[src/rtl/gh_bpred_pkg.sv]
`timescale 1ns/1ps
package gh_bpred_pkg;
  // Index formation choice for the counter table
  typedef enum logic {
    IDX_CONCAT = 1'b0,
    IDX_XOR    = 1'b1
  } idx_mode_e;
endpackage

[src/rtl/gh_index.sv]
`timescale 1ns/1ps
module gh_index #(
  parameter int HIST_W = 2,
  parameter int PCB    = 4,
  localparam int IDX_W = HIST_W + PCB
) (
  input  gh_bpred_pkg::idx_mode_e mode,
  input  logic [IDX_W-1:0]        pc_bits,
  input  logic [HIST_W-1:0]       hist,
  output logic [IDX_W-1:0]        idx
);
  import gh_bpred_pkg::*;

  function automatic logic [IDX_W-1:0] form_idx(
    input idx_mode_e m, input logic [IDX_W-1:0] a, input logic [HIST_W-1:0] h);
    logic [IDX_W-1:0] r;
    if (m == IDX_XOR) r = a ^ {{PCB{1'b0}}, h};
    else              r = {h, a[PCB-1:0]};
    return r;
  endfunction

  assign idx = form_idx(mode, pc_bits, hist);

  always_comb begin
    if (mode == IDX_XOR) begin
      // undoing the address bits leaves the history
      a_r4_xor_index: assert ((idx ^ pc_bits) == IDX_W'(hist));
    end else begin
      // bank from history, entry from address
      a_r3_concat_index: assert (idx[IDX_W-1:PCB] == hist && idx[PCB-1:0] == pc_bits[PCB-1:0]);
    end
  end
endmodule

[src/rtl/gh_hist_reg.sv]
`timescale 1ns/1ps
module gh_hist_reg #(
  parameter int HIST_W = 2
) (
  input  logic              clk,
  input  logic              rst_n,
  input  logic              shift_en,
  input  logic              bit_in,
  output logic [HIST_W-1:0] hist
);
  logic [HIST_W-1:0] hist_q;
  assign hist = hist_q;

  generate
    if (HIST_W == 1) begin : g_one
      always_ff @(posedge clk) begin
        if (!rst_n)        hist_q <= '0;
        else if (shift_en) hist_q <= bit_in;
      end
    end else begin : g_multi
      always_ff @(posedge clk) begin
        if (!rst_n)        hist_q <= '0;
        else if (shift_en) hist_q <= {hist_q[HIST_W-2:0], bit_in};
      end
      // older outcomes move up by one place
      a_r2_age_shift: assert property (@(posedge clk) disable iff (!rst_n)
        shift_en |=> hist_q[HIST_W-1:1] == $past(hist_q[HIST_W-2:0]));
    end
  endgenerate

  // newest outcome lands in bit 0
  a_r2_newest_bit: assert property (@(posedge clk) disable iff (!rst_n)
    shift_en |=> hist_q[0] == $past(bit_in));
  // no update, no change
  a_r2_hold: assert property (@(posedge clk) disable iff (!rst_n)
    !shift_en |=> $stable(hist_q));
endmodule

[src/rtl/gh_ctr_table.sv]
`timescale 1ns/1ps
module gh_ctr_table #(
  parameter int IDX_W = 6,
  parameter int CNT_W = 2,
  localparam int DEPTH = 1 << IDX_W
) (
  input  logic             clk,
  input  logic             rst_n,
  input  logic             rd_en,
  input  logic [IDX_W-1:0] rd_idx,
  output logic [CNT_W-1:0] rd_ctr,
  input  logic             wr_en,
  input  logic [IDX_W-1:0] wr_idx,
  input  logic             wr_taken
);
  localparam logic [CNT_W-1:0] CTR_MAX  = {CNT_W{1'b1}};
  localparam logic [CNT_W-1:0] CTR_INIT = CTR_MAX >> 1;

  logic [CNT_W-1:0] ctr_q [DEPTH];
  logic [CNT_W-1:0] rd_q;
  logic [CNT_W-1:0] wr_old;
  logic [CNT_W-1:0] wr_new;

  function automatic logic [CNT_W-1:0] sat_step(input logic [CNT_W-1:0] c, input logic up);
    logic [CNT_W-1:0] r;
    r = c;
    if (up && c != CTR_MAX)       r = c + 1'b1;
    else if (!up && c != '0)      r = c - 1'b1;
    return r;
  endfunction

  assign wr_old = ctr_q[wr_idx];
  assign wr_new = sat_step(wr_old, wr_taken);
  assign rd_ctr = rd_q;

  always_ff @(posedge clk) begin
    if (!rst_n) begin
      for (int i = 0; i < DEPTH; i++) ctr_q[i] <= CTR_INIT;
      rd_q <= CTR_INIT;
    end else begin
      if (wr_en) ctr_q[wr_idx] <= wr_new;
      if (rd_en) rd_q <= ctr_q[rd_idx];
    end
  end

  // saturation at the top
  a_r5_no_wrap_top: assert property (@(posedge clk) disable iff (!rst_n)
    (wr_en && wr_taken && wr_old == CTR_MAX) |=> ctr_q[$past(wr_idx)] == CTR_MAX);
  // saturation at the bottom
  a_r5_no_wrap_bottom: assert property (@(posedge clk) disable iff (!rst_n)
    (wr_en && !wr_taken && wr_old == '0) |=> ctr_q[$past(wr_idx)] == '0);
  // single step up away from the top
  a_r5_step_up: assert property (@(posedge clk) disable iff (!rst_n)
    (wr_en && wr_taken && wr_old != CTR_MAX) |=>
      ctr_q[$past(wr_idx)] == $past(wr_old) + 1'b1);
  // the read returns the value held before any same-cycle write
  a_r8_old_read: assert property (@(posedge clk) disable iff (!rst_n)
    rd_en |=> rd_q == $past(ctr_q[rd_idx]));
endmodule

[src/rtl/gh_bpred.sv]
`timescale 1ns/1ps
module gh_bpred #(
  parameter int PC_W   = 32,
  parameter int PC_SH  = 2,
  parameter int HIST_W = 2,
  parameter int PCB    = 4,
  parameter int CNT_W  = 2
) (
  input  logic              clk,
  input  logic              rst_n,
  input  logic              idx_xor,
  input  logic              pred_req,
  input  logic [PC_W-1:0]   pred_pc,
  input  logic              upd_req,
  input  logic [PC_W-1:0]   upd_pc,
  input  logic [HIST_W-1:0] upd_hist,
  input  logic              upd_taken,
  output logic              pred_vld,
  output logic              pred_taken,
  output logic [HIST_W-1:0] pred_hist
);
  import gh_bpred_pkg::*;

  localparam int IDX_W = HIST_W + PCB;

  idx_mode_e         mode;
  logic [HIST_W-1:0] live_hist;
  logic [IDX_W-1:0]  pred_bits, upd_bits;
  logic [IDX_W-1:0]  pred_idx, upd_idx;
  logic [CNT_W-1:0]  sel_ctr;
  logic              ev_pred, ev_upd;
  logic              vld_q;
  logic [HIST_W-1:0] hist_snap_q;
  logic              unused_bits;

  assign mode      = idx_mode_e'(idx_xor);
  assign ev_pred   = pred_req;
  assign ev_upd    = upd_req;
  assign pred_bits = pred_pc[PC_SH +: IDX_W];
  assign upd_bits  = upd_pc[PC_SH +: IDX_W];
  assign unused_bits = ^{pred_pc, upd_pc, sel_ctr};

  gh_index #(.HIST_W(HIST_W), .PCB(PCB)) u_pred_index (
    .mode(mode), .pc_bits(pred_bits), .hist(live_hist), .idx(pred_idx));

  gh_index #(.HIST_W(HIST_W), .PCB(PCB)) u_upd_index (
    .mode(mode), .pc_bits(upd_bits), .hist(upd_hist), .idx(upd_idx));

  gh_hist_reg #(.HIST_W(HIST_W)) u_hist (
    .clk(clk), .rst_n(rst_n), .shift_en(ev_upd), .bit_in(upd_taken), .hist(live_hist));

  gh_ctr_table #(.IDX_W(IDX_W), .CNT_W(CNT_W)) u_table (
    .clk(clk), .rst_n(rst_n),
    .rd_en(ev_pred), .rd_idx(pred_idx), .rd_ctr(sel_ctr),
    .wr_en(ev_upd), .wr_idx(upd_idx), .wr_taken(upd_taken));

  always_ff @(posedge clk) begin
    if (!rst_n) begin
      vld_q       <= 1'b0;
      hist_snap_q <= '0;
    end else begin
      vld_q <= ev_pred;
      if (ev_pred) hist_snap_q <= live_hist;
    end
  end

  assign pred_vld   = vld_q;
  assign pred_taken = sel_ctr[CNT_W-1];
  assign pred_hist  = hist_snap_q;

  // a result follows each request by one cycle
  a_r9_result_due: assert property (@(posedge clk) disable iff (!rst_n)
    ev_pred |=> pred_vld);
  // no result without a request
  a_r9_no_spurious: assert property (@(posedge clk) disable iff (!rst_n)
    !ev_pred |=> !pred_vld);
  // reported history is the one before a same-cycle update
  a_r8_hist_snapshot: assert property (@(posedge clk) disable iff (!rst_n)
    ev_pred |=> pred_hist == $past(live_hist));
endmodule

[config.mk]
export PLATFORM = sky130hd
export DESIGN_NAME = gh_bpred
export DESIGN_NICKNAME = d
export VERILOG_FILES = /design/src/rtl/gh_bpred_pkg.sv /design/src/rtl/gh_index.sv /design/src/rtl/gh_hist_reg.sv /design/src/rtl/gh_ctr_table.sv /design/src/rtl/gh_bpred.sv
export SDC_FILE = /design/constraint.sdc
export NUM_CORES = 1
export LEC_CHECK = 0
export CORE_MARGIN = 5
export CORE_UTILIZATION = 58
export CTS_CLUSTER_SIZE = 20
export DETAILED_ROUTE_END_ITERATION = 10
export HOLD_SLACK_MARGIN = 0.12
export PLACE_DENSITY = 0.81
export REMOVE_ABC_BUFFERS = 1
export SLEW_MARGIN = 20
export SYNTH_ARGS = -nofsm -noshare
export SYNTH_HDL_FRONTEND = slang
export SYNTH_HIERARCHICAL = 1
export SYNTH_SLANG_ARGS = --single-unit
[constraint.sdc]
create_clock -name clk -period 5.25 [get_ports clk]
set_input_delay 1.05 -clock clk [delete_from_list [all_inputs] [get_ports clk]]
set_output_delay 1.05 -clock clk [all_outputs]
set_load 0.005 [all_outputs]
# Yosys cells after proc, flatten, opt, wreduce, memory -nomap -nowiden

Memory sizes are Yosys's and may differ from the RTL's. A register that Yosys moved wholly into a read port is not among the register bits.
Index checks and enable logic that the tools add are counted.

Bits in registers: 5
Memory bits (writable): 128
Input bits: 72
Output and inout bits: 4
Memories: 1

Add/subtract/negate cells: 2
Equal/unequal tests: 1
Multiplexer cells: 11
Bitwise operators: 2
Reduce and logical (&&, ||, !) cells: 6

Memories:

| memory        | depth | bits a word | rd ports | clocked after Yosys merged registers in | wr ports | line               | text |
|---|---|---|---|---|---|---|---|
| u_table.ctr_q | 64    | 2           | 2        | 1                                       | 64       | gh_ctr_table.sv:19 | `logic [CNT_W-1:0] ctr_q [DEPTH];` |

Operators by type and width:

| kind                                             | count |
|---|---|
| two-way mux 6 bit                                | 3 |
| bitwise XOR 6 x 2 -> 6 bit                       | 2 |
| two-way mux 2 bit                                | 3 |
| two-way mux 1 bit                                | 5 |
| adder 2 x 1 -> 2 bit, second input constant      | 1 |
| logical AND 1 bit                                | 2 |
| zero test 1 bit                                  | 2 |
| != test 2 bit, second input constant             | 1 |
| nonzero test 2 bit                               | 1 |
| OR reduction 2 bit                               | 1 |
| subtractor 2 x 1 -> 2 bit, second input constant | 1 |

# Logic depth before layout (Yosys ltp)

An unclocked memory read counts as a cell.

Depth after elaboration: 8
Gate-level depth with buffers: 17

# Cells and area by module

Netlist, hierarchy kept.

Modules (own cells, without submodules):

| module       | instances | cells each | area each (sq um) | seq. area each (sq um) |
|---|---|---|---|---|
| gh_ctr_table | 1         | 708        | 7,753.7           | 3,883.7 |
| gh_index     | 2         | 8          | 62.6              | 0.0 |
| gh_bpred     | 1         | 8          | 100.1             | 60.1 |
| gh_hist_reg  | 1         | 6          | 72.6              | 40.0 |

# Least setup slack after synthesis

Ideal clock, no wire load.

Path type: input -> register
Start: input upd_hist[1]
End: memory u_table.ctr_q[0][0], data pin
Setup time: 0.267 ns
Data arrival time: 4.047 ns
Required time: 4.983 ns
Path slack: 0.936 ns
Stages: 15
Cell sequence: nand2_1 -> xnor2_1 -> buf_4 -> and2_1 -> buf_6 -> buf_6 -> a221o_1 -> a21oi_1 -> o22ai_1 -> or4b_4 -> ha_1 -> mux2_2 -> a21oi_1 -> clkbuf_1 -> o21ai_0

RTL lines:

| what            | line               | text |
|---|---|---|
| start, declared | gh_bpred.sv:16     | `input logic [HIST_W-1:0] upd_hist,` |
| end, declared   | gh_ctr_table.sv:19 |  |

==> results_dict.tcl <==
set metrics [dict create \
    num_vias 6209 \
    postCtsHoldBufs 0 \
    vias_per_cell 7.06 \
    area_delta_synth_final_pct 13.0 \
    antenna_cells 0 \
    ios 76 \
    fin_nets 771 \
    cap_violations 0 \
    cts_tree "done" \
    post_cts_buffers 0 \
    yosysWarnings 6 \
    worst_setup_path_end_kind "flop" \
    total_power_w 0.00296 \
    grt_pass1_vias 5885 \
    drt_iter0_drc 1204 \
    hold_path.class "reg -> reg" \
    whs_path_depth 2 \
    cts-root-buf "clkbuf_16" \
    initial_core_util 0.594 \
    worstMarginPinSlew_ns 1.01 \
    critical_path.startpoint_type "input port" \
    period_minus_slack_ns 4.84 \
    grt_max_degree 56 \
    wl_um 20800 \
    antenna_found_initial 0 \
    wl_per_cell_um 23.6 \
    relSlewSlack 0.323 \
    dieHeight_um 124 \
    row_count 41 \
    drive_gt1_frac 0.155 \
    clk_latency_ns 0.42 \
    dp_hpwl_um 12900 \
    stdcell_area_um2 8510 \
    drt-pass1-iter-count 7 \
    crit_type "in -> reg" \
    syn_avg_cell_area_um2 10.6 \
    syn_inst 708 \
    grt_pass1_wl_um 32200 \
    setup_viol 0 \
    cellPowerDensity_nw_per_um2 348 \
    rr_worst_depth 11 \
    place_ws_ns 0.0995 \
    fin_hold_ws_ns 0.528 \
    port_buffers 23 \
    status "finished, final reports clean" \
    cts-htree-levels 4 \
    cp_max_fo 32 \
    nFillCells 866 \
    syn_area_um2 7530 \
    cts_max_path_buffers 2 \
    p_leak_nw 2.61 \
    critical_path_required_ns 5.46 \
    core-area_um2 12700 \
    clock-sinks 134 \
    cp.arrival_ns 5.05 \
    hold_viol 0 \
    layout_setup_ws_ns 0.411 \
    max_freq_ghz 0.207 \
    vdd_drop_max_mv 0.245 \
    ant_nets 0 \
    timing.final.crit_share 0.922 \
    grt.overflow.total 0 \
    post_cts_resize_count 0 \
    skew_ns 0.00738 \
    numCtsBuffers 17 \
    placed_area_um2 7930 \
    grt_use_total 0.282 \
    clkTransAtPathRegs_ns 0.06 \
    utilization 0.671 \
    drv_slew 0 \
    dieArea_um2 15400 \
    rsz0062_at_grt "no" \
    gp_congestion 0.966 \
    die_width_um 124 \
    route.detailed.drc 0 \
]
## sequential cells by signal, summed over array words and instances (netlist names)
name / flops
u_table/ctr_q: 128
u_hist/hist: 2
pred_vld: 1
u_table/rd_ctr: 1
pred_hist: 2
## area by class of cell
type                       count  area (um^2)  share of cell area
clock buffer                  17          425              0.0500
clock inverter                13          158              0.0185
inverter                       6         22.5             0.00265
multi-input combinational    475         3130               0.368
sequential                   134         3960               0.466
tap                          172          215              0.0253
timing repair buffer          63          596              0.0700
## placed cells by master, fill, tap and decap left out, types with 3 or more instances in the layout
cell type / n
o21ai_0: 133
edfxtp_1: 128
nor2_1: 73
nor3_1: 65
buf_4: 34
mux2i_1: 29
nand2_1: 24
clkdlybuf4s50_1: 21
mux4_2: 20
clkbuf_16: 17
a21oi_1: 13
a221o_1: 13
nor2b_1: 11
nand3_1: 11
o22ai_1: 11
mux2_2: 9
a22oi_1: 9
a221oi_1: 7
dfxtp_1: 6
inv_1: 6
buf_12: 6
a211oi_1: 4
and2_1: 4
nand3b_1: 4
clkinvlp_4: 3
clkinv_2: 3
bufinv_16: 3
xnor2_2: 3
and3_1: 3
## routing by layer
layer | up-vias | track usage | wire, um
li1 | 2646 | - | -
met1 | 2909 | 0.348 | 7230
met2 | 548 | 0.459 | 9940
met3 | 106 | 0.0822 | 2610
met4 | 0 | 0.133 | 1020
met5 | - | 0 | 0
## worst max-delay path: stages
cell             delay [ns]
clkdlybuf4s50_1        0.48
buf_4                  0.15
nand2_1                0.09
xnor2_2                0.32
nor2_1                 0.10
buf_4                  0.23
a221o_1                0.32
a21oi_1                0.28
o22ai_1                0.15
or4b_4                 0.58
inv_1                  0.09
ha_1                   0.24
or3_1                  0.30
o21ai_0                0.15
a21oi_4                0.09
buf_12                 0.18
nor3_1                 0.23
## final timing paths
check	startpoint	end	slack [ns]
worst min register to register	u_table/rd_ctr[1]	u_table/rd_ctr[1]	0.53
worst min-delay path	u_table/rd_ctr[1]	u_table/rd_ctr[1]	0.53
worst max-delay path	idx_xor	u_table/ctr_q[0][1]	0.41
worst max register to register	u_table/ctr_q[56][1]	u_table/ctr_q[0][1]	1.96
## stage by stage
stage / cells / TNS, ns
global route: 880 / 0
finish: 880 / 0
global placement: 850 / 0
floorplan: 615 / -152.13
CTS: 880 / 0
detailed placement: 850 / 0
## report_power, final
part | switching, W | leakage (nW) | internal, W
Clock | 0.000442 | 0.279 | 0.000739
Sequential | 0.0000172 | 1.17 | 0.00119
Combinational | 0.000372 | 1.16 | 0.000195
Power figures use the tool's default switching activity.
